--- src/rtl/pll_lock_pkg.sv ---
package pll_lock_pkg;
  typedef enum logic {
    ST_ACQUIRE = 1'b0,
    ST_LOCKED  = 1'b1
  } lock_state_e;

  // One judgement per feedback edge.
  typedef struct packed {
    logic valid;
    logic err;
  } verdict_t;
endpackage

--- src/rtl/lk_edge_sync.sv ---
module lk_edge_sync #(
  parameter int STAGES = 2
) (
  input  logic clk,
  input  logic rst,
  input  logic async_in,
  output logic rise
);
  // sh[STAGES-1] is the synchronized level, sh[STAGES] its previous value.
  logic [STAGES:0] sh;

  always_ff @(posedge clk) begin
    if (rst) sh <= '0;
    else     sh <= {sh[STAGES-1:0], async_in};
  end

  assign rise = sh[STAGES-1] & ~sh[STAGES];
endmodule

--- src/rtl/lk_phase_meter.sv ---
module lk_phase_meter
  import pll_lock_pkg::*;
#(
  parameter int WIN_W = 8
) (
  input  logic             clk,
  input  logic             rst,
  input  logic             ref_rise,
  input  logic             fb_rise,
  input  logic [WIN_W-1:0] window,
  output verdict_t         verdict
);
  localparam logic [WIN_W-1:0] SAT = '1;

  logic [WIN_W-1:0] since_ref_q, since_now;
  logic [WIN_W-1:0] wait_q, wait_d;
  logic             pend_q, pend_d;
  verdict_t         v_d;

  // Distance back to the latest reference edge (0 when coincident).
  assign since_now = ref_rise ? '0 : since_ref_q;

  always_ff @(posedge clk) begin
    if (rst) since_ref_q <= SAT;
    else     since_ref_q <= (since_now == SAT) ? SAT : since_now + 1'b1;
  end

  // A feedback edge is clean at once if a reference edge lay close
  // behind it; otherwise the judgement waits for a reference edge ahead.
  always_comb begin
    v_d    = '0;
    pend_d = pend_q;
    wait_d = wait_q;
    if (fb_rise) begin
      pend_d = 1'b0;
      if (since_now <= window) begin
        v_d.valid = 1'b1;
      end else if (window == '0) begin
        v_d.valid = 1'b1;
        v_d.err   = 1'b1;
      end else begin
        pend_d = 1'b1;
        wait_d = {{(WIN_W-1){1'b0}}, 1'b1};
      end
    end else if (pend_q) begin
      if (ref_rise) begin
        v_d.valid = 1'b1;
        pend_d    = 1'b0;
      end else if (wait_q >= window) begin
        v_d.valid = 1'b1;
        v_d.err   = 1'b1;
        pend_d    = 1'b0;
      end else begin
        wait_d = wait_q + 1'b1;
      end
    end
  end

  always_ff @(posedge clk) begin
    if (rst) begin
      pend_q  <= 1'b0;
      wait_q  <= '0;
      verdict <= '0;
    end else begin
      pend_q  <= pend_d;
      wait_q  <= wait_d;
      verdict <= v_d;
    end
  end

  // an error is never declared right after a reference edge.
  p_err_no_ref_r2: assert property (@(posedge clk) disable iff (rst)
    (verdict.valid && verdict.err) |-> !$past(ref_rise))
    else $error("R2 error verdict follows a reference edge");
endmodule

--- src/rtl/lk_lock_fsm.sv ---
module lk_lock_fsm
  import pll_lock_pkg::*;
#(
  parameter int GAIN_CYCLES = 32,
  parameter int DROP_CYCLES = 4
) (
  input  logic     clk,
  input  logic     rst,
  input  verdict_t verdict,
  input  logic     wd_fire,
  output logic     lock
);
  localparam int GW = $clog2(GAIN_CYCLES + 1);
  localparam int DW = $clog2(DROP_CYCLES + 1);

  lock_state_e   state_q;
  logic [GW-1:0] good_q;
  logic [DW-1:0] bad_q;

  always_ff @(posedge clk) begin
    if (rst || wd_fire) begin
      state_q <= ST_ACQUIRE;
      good_q  <= '0;
      bad_q   <= '0;
    end else if (verdict.valid) begin
      case (state_q)
        ST_ACQUIRE: begin
          if (verdict.err) begin
            good_q <= '0;
          end else if (good_q == GW'(GAIN_CYCLES - 1)) begin
            state_q <= ST_LOCKED;
            good_q  <= '0;
            bad_q   <= '0;
          end else begin
            good_q <= good_q + 1'b1;
          end
        end
        default: begin
          if (!verdict.err) begin
            bad_q <= '0;
          end else if (bad_q == DW'(DROP_CYCLES - 1)) begin
            state_q <= ST_ACQUIRE;
            good_q  <= '0;
            bad_q   <= '0;
          end else begin
            bad_q <= bad_q + 1'b1;
          end
        end
      endcase
    end
  end

  assign lock = (state_q == ST_LOCKED);

  // acquisition completes only on a clean judgement.
  p_rise_on_clean_r3: assert property (@(posedge clk) disable iff (rst)
    $rose(lock) |-> $past(verdict.valid && !verdict.err))
    else $error("R3 lock rose without a clean judgement");

  // loss of lock needs an error judgement or a watchdog expiry.
  p_fall_cause_r5: assert property (@(posedge clk) disable iff (rst)
    $fell(lock) |-> $past((verdict.valid && verdict.err) || wd_fire))
    else $error("R5 lock fell without cause");

  // no judgement and no expiry means no change.
  p_hold_r9: assert property (@(posedge clk) disable iff (rst)
    (!verdict.valid && !wd_fire) |=> $stable(lock))
    else $error("R9 lock moved without an event");
endmodule

--- src/rtl/lk_watchdog.sv ---
module lk_watchdog #(
  parameter int REF_DIV = 8,
  parameter int WD_W    = 8
) (
  input  logic            clk,
  input  logic            rst,
  input  logic            ref_rise,
  input  logic            fb_rise,
  input  logic            locked,
  input  logic [WD_W-1:0] limit,
  output logic            fire
);
  localparam int DVW = $clog2(REF_DIV + 1);

  logic [DVW-1:0]  div_q;
  logic [WD_W-1:0] wd_q;
  logic [WD_W:0]   wd_next;

  assign wd_next = {1'b0, wd_q} + 1'b1;

  always_ff @(posedge clk) begin
    if (rst || fb_rise || !locked) begin
      div_q <= '0;
      wd_q  <= '0;
      fire  <= 1'b0;
    end else begin
      fire <= 1'b0;
      if (ref_rise) begin
        if (div_q == DVW'(REF_DIV - 1)) begin
          div_q <= '0;
          fire  <= (wd_next >= {1'b0, limit});
          if (wd_q != '1) wd_q <= wd_q + 1'b1;
        end else begin
          div_q <= div_q + 1'b1;
        end
      end
    end
  end

  // the watchdog only expires out of the locked state.
  p_fire_locked_r7: assert property (@(posedge clk) disable iff (rst)
    fire |-> $past(locked))
    else $error("R7 watchdog fired while acquiring");

  // a feedback edge always restarts the timeout.
  p_fb_restarts_r8: assert property (@(posedge clk) disable iff (rst)
    fire |-> !$past(fb_rise))
    else $error("R8 watchdog fired just after a feedback edge");
endmodule

--- src/rtl/pll_lock_detect.sv ---
module pll_lock_detect
  import pll_lock_pkg::*;
#(
  parameter int WIN_W       = 8,
  parameter int WD_W        = 8,
  parameter int REF_DIV     = 8,
  parameter int GAIN_CYCLES = 32,
  parameter int DROP_CYCLES = 4,
  parameter int SYNC_STAGES = 2
) (
  input  logic             clk,
  input  logic             rst,
  input  logic             ref_clk_in,
  input  logic             fb_clk_in,
  input  logic [WIN_W-1:0] phase_window,
  input  logic [WD_W-1:0]  wd_ticks,
  output logic             lock
);
  localparam int N_IN = 2;  // index 0: reference, 1: feedback

  logic [N_IN-1:0] raw_in, rise;
  verdict_t        verdict;
  logic            wd_fire;

  assign raw_in = {fb_clk_in, ref_clk_in};

  // identical synchronizers keep the two paths matched.
  for (genvar i = 0; i < N_IN; i++) begin : g_sync
    lk_edge_sync #(.STAGES(SYNC_STAGES)) u_sync (
      .clk      (clk),
      .rst      (rst),
      .async_in (raw_in[i]),
      .rise     (rise[i])
    );
  end

  lk_phase_meter #(.WIN_W(WIN_W)) u_meter (
    .clk      (clk),
    .rst      (rst),
    .ref_rise (rise[0]),
    .fb_rise  (rise[1]),
    .window   (phase_window),
    .verdict  (verdict)
  );

  lk_lock_fsm #(
    .GAIN_CYCLES (GAIN_CYCLES),
    .DROP_CYCLES (DROP_CYCLES)
  ) u_fsm (
    .clk     (clk),
    .rst     (rst),
    .verdict (verdict),
    .wd_fire (wd_fire),
    .lock    (lock)
  );

  lk_watchdog #(
    .REF_DIV (REF_DIV),
    .WD_W    (WD_W)
  ) u_wd (
    .clk      (clk),
    .rst      (rst),
    .ref_rise (rise[0]),
    .fb_rise  (rise[1]),
    .locked   (lock),
    .limit    (wd_ticks),
    .fire     (wd_fire)
  );
endmodule

--- config.mk ---
export PLATFORM = sky130hd
export DESIGN_NAME = pll_lock_detect
export DESIGN_NICKNAME = d
export VERILOG_FILES = /design/src/rtl/pll_lock_pkg.sv /design/src/rtl/lk_edge_sync.sv /design/src/rtl/lk_phase_meter.sv /design/src/rtl/lk_lock_fsm.sv /design/src/rtl/lk_watchdog.sv /design/src/rtl/pll_lock_detect.sv
export SDC_FILE = /design/constraint.sdc
export NUM_CORES = 1
export LEC_CHECK = 0
export ABC_CLOCK_PERIOD_IN_PS = 2300
export BUFFER_PORTS_ARGS = -buffer_cell sky130_fd_sc_hd__buf_4
export CORE_ASPECT_RATIO = 0.7
export CORE_MARGIN = 2
export CORE_UTILIZATION = 39
export DETAILED_ROUTE_END_ITERATION = 8
export SETUP_SLACK_MARGIN = 0.02
export SLEW_MARGIN = 20
export SYNTH_ARGS = -nofsm -noshare
export SYNTH_HDL_FRONTEND = slang
export SYNTH_SLANG_ARGS = --single-unit
--- constraint.sdc ---
create_clock -name clk -period 2.3 [get_ports clk]
set_input_delay 0.115 -clock clk [delete_from_list [all_inputs] [get_ports clk]]
set_output_delay 0.115 -clock clk [all_outputs]
set_load 0.01 [all_outputs]
==> impl_metrics.csv <==
group,metric,value,unit
outcome,status,"complete, no violations",
worst_setup_path,slowest_stage,"dfxtp_1",
clock_tree,cts.path.max_buffers,2,
power,netSwitchingFraction,0.307,
floorplanning,pin_count,21,
global_route,grt_pass1_wl,10600,µm
place,port-buffer-count,20,
power,total_leakage_power,1.36,nW
clock_tree,cts-root-buf,"clkbuf_8",
floorplanning,rows,26,
detailed_routing,vias,2348,
global_route,grt_start_max_net_pins,21,
timing,setup-violations-final,0,
cells_and_area,antenna_cells,0,
power,pwr-share-clk,0.259,
detailed_routing,drt-pass1-iter-count,6,
floorplanning,fp.dieW,107,µm
timing,timing.final.crit_share,0.926,
power,power_frac_comb,0.270,
timing,tightest_slew,0.538,ns
clock_tree,post_cts.repair.setup_buffers,0,
synthesis,synth_edf_count,0,
cells_and_area,nets,410,
worst_hold_path,hp-class,"in -> reg",
timing,hold_viol,0,
power,p_switching,620,µW
floorplanning,die_height,76.2,µm
global_route,first_global_vias,2303,
synthesis,syn_area,2900,µm²
floorplanning,core_area,7250,µm²
worst_setup_path,crit_path_max_incr_delay,0.32,ns
detailed_routing,remaining_drc_errors,0,
timing,rsz0062_at_grt,"yes",
synthesis,ys_async_sr_fraction,0,
power,p_per_area,611,nW/µm²
detailed_routing,finalWirelength,5900,µm
synthesis,ys_seq_elements,48,
timing,fmax,0.470,GHz
worst_setup_path,cp-start-kind,"flop",
clock_tree,clock_latency,0.30,ns
cells_and_area,layout-drive-gt1-share,0.150,
synthesis,ys.flop_type,"dfxtp_1",
synthesis,yosysSeqAreaShare,0.331,
synthesis,yosys.area.top_type,"dfxtp_1",
place,post-dp-hpwl,4700,µm
synthesis,synth_top_cells_by_area,"dfxtp_1 33%, ha_1 13%, xnor2_1 3.9%",
clock_tree,cts_tree,"yes",
synthesis,synth_nets,382,
worst_setup_path,cp_num_buf_inv,0,
timing,slew_viol_final,0,
clock_tree,clk_pin_slew,0.08,ns
worst_setup_path,path_class,"reg -> reg",
global_route,antenna_found_initial,0,
synthesis,syn_avg_cell_area,8.74,µm²
place,place_congestion,0.778,
place,placed_area,3200,µm²
clock_tree,cts_sinks,48,
power,ir_worst_vdd,0.363,mV
detailed_routing,via_per_inst,5.12,
timing,slew_headroom,0.641,
synthesis,ys_types,49,
detailed_routing,drtIter0Drc,103,
power,power.internal,1.40,mW
cells_and_area,area_growth_syn_to_layout,14.1,%
floorplanning,die_area,8160,µm²
timing,fin_skew,0.00399,ns
clock_tree,htreeDepth,2,
worst_setup_path,cp_cell_sequence,"nand2b_2, and2_1, ha_1, a21oi_1, o21a_1, nand3_1, and3b_4, o41ai_2",
worst_setup_path,crit_family,"simple AND/OR/NAND/NOR gates",
worst_setup_path,crit_fanout,10,
cells_and_area,final_cell_area,3310,µm²
synthesis,ys_warn_count,0,
detailed_routing,ant_nets,0,
detailed_routing,wl_per_cell,12.9,µm
global_route,grt_usage,0.159,
timing,period_needed,2.13,ns
flow_run,max_cap_violations,0,
power,seq_power_share,0.471,
global_route,overflow,0,
worst_setup_path,required,2.51,ns
clock_tree,cts-buffers-inserted,5,
worst_setup_path,critPathArrivalTime,2.34,ns
synthesis,synth_top_area_frac,0.331,
synthesis,synthCells,332,
worst_setup_path,setup.worst_path.end_class,"flop",
floorplanning,initial_core_util,0.400,
timing,setup-tns-final,0,ns
through the flow:
step           setup WS [ns]  power (mW)  hold slack (ns)  cells   util
2_1_floorplan         0.0623        1.36            0.243    332      -
3_3_place_gp          0.0135        1.50            0.329    451  0.441
3_5_place_dp         -0.0886        1.51            0.329    451  0.441
4_1_cts               0.0381        2.05          0.00684    459  0.454
5_1_grt             0.000674        2.17          0.00639    459  0.456
6_report               0.171        2.02           0.0168    459  0.456
path summary, 6_finish.rpt:
kind,start,end,slack (ns),depth (start not counted)
setup / recovery,g_sync[0].u_sync.sh[2],u_meter.wait_q[3],0.17,8
hold / removal,ref_clk_in,g_sync[0].u_sync.sh[0],0.02,2
setup reg to reg,g_sync[0].u_sync.sh[2],u_meter.wait_q[3],0.17,8
hold reg to reg,g_sync[1].u_sync.sh[0],g_sync[1].u_sync.sh[1],0.44,1
flip-flops by register name, summed over array words and instances (netlist names):
signal               cells
u_meter.pend_q           1
u_fsm.bad_q              3
u_wd.div_q               4
u_meter.since_ref_q      8
u_fsm.lock               1
u_meter.verdict          2
u_wd.wd_q                8
u_wd.fire                1
u_meter.wait_q           8
u_fsm.good_q             6
g_sync.u_sync.sh         6
Yosys cell counts (2+ instances only):
| master | instances |
|---|---|
| and3b_1 | 2 |
| nand2_1 | 30 |
| dfxtp_1 | 48 |
| inv_1 | 27 |
| nand3_1 | 15 |
| mux2i_1 | 2 |
| and2_1 | 8 |
| a211oi_1 | 3 |
| nor4_1 | 2 |
| o21a_1 | 4 |
| clkbuf_1 | 5 |
| o21ai_0 | 12 |
| nor2b_1 | 12 |
| nand4_1 | 10 |
| ha_1 | 30 |
| or2_2 | 2 |
| nor3_1 | 10 |
| or4_1 | 2 |
| xor2_1 | 8 |
| a21oi_1 | 12 |
| a31oi_1 | 3 |
| or3_1 | 7 |
| o41ai_2 | 6 |
| and3_1 | 6 |
| o41a_1 | 3 |
| o31ai_2 | 2 |
| nand2b_1 | 6 |
| a21boi_0 | 2 |
| nor2_1 | 21 |
| xnor2_1 | 13 |
layout by cell type, fill, tap and decap left out, types with 2 or more instances in the layout:
master	netlist	final
dfxtp_1	48	47
nand2_1	30	30
ha_1	30	29
buf_4	0	28
inv_1	27	27
nor2_1	21	21
nand3_1	15	15
xnor2_1	13	13
nor2b_1	12	12
a21oi_1	12	12
o21ai_0	12	12
nand4_1	10	10
nor3_1	10	10
xor2_1	8	8
and2_1	8	8
or3_1	7	7
and3_1	6	6
o41ai_2	6	6
clkbuf_8	0	6
nand2b_1	6	5
o21a_1	4	4
a31oi_1	3	3
o41a_1	3	3
a211oi_1	3	3
nor4_1	2	2
or4_1	2	2
a21boi_0	2	2
mux2i_1	2	2
clkbuf_1	5	2
repair_timing:
action / CTS / global route
cloned: 0 / 0
hold buffers: 0 / 0
endpoints found under the setup margin: 10 / 11
resized for setup: 1 / 6
power by group through the flow:
| stage | Sequential (mW) | Clock [mW] | Combinational, mW |
|---|---|---|---|
| floorplan | 0.955 | 0 | 0.409 |
| global placement | 0.972 | 0 | 0.527 |
| detailed placement | 0.973 | 0 | 0.542 |
| CTS | 0.953 | 0.545 | 0.547 |
| global route | 0.966 | 0.582 | 0.626 |
| finish | 0.952 | 0.525 | 0.546 |
per-layer routing:
| metal | part of all wire | up-vias | track usage |
|---|---|---|---|
| met5 | 0 | - | 0 |
| li1 | - | 1231 | - |
| met2 | 0.40 | 31 | 0.227 |
| met3 | 0.039 | 11 | 0.0445 |
| met4 | 0.017 | 0 | 0.0416 |
| met1 | 0.55 | 1075 | 0.232 |
area by class of cell:
class / count / area, µm²
clock buffers: 8 / 90.1
repair buffers: 28 / 210
inverters: 27 / 101
fillers: 711 / 3940
well taps: 98 / 123
flip-flops and latches: 48 / 962
multi-input cells: 250 / 1820
cells by family after synthesis:
kind of cell | count (synthesis) | synth area share
AO/OA/AOI/OAI | 61 | 0.180
XOR/XNOR | 21 | 0.0634
adder cells (fa/ha/maj) | 30 | 0.129
multiplexers | 2 | 0.00690
AND/OR/NAND/NOR | 136 | 0.242
flip-flops | 48 | 0.331
buffers and inverters | 34 | 0.0470
No activity file was read; power rests on OpenSTA's default activity.
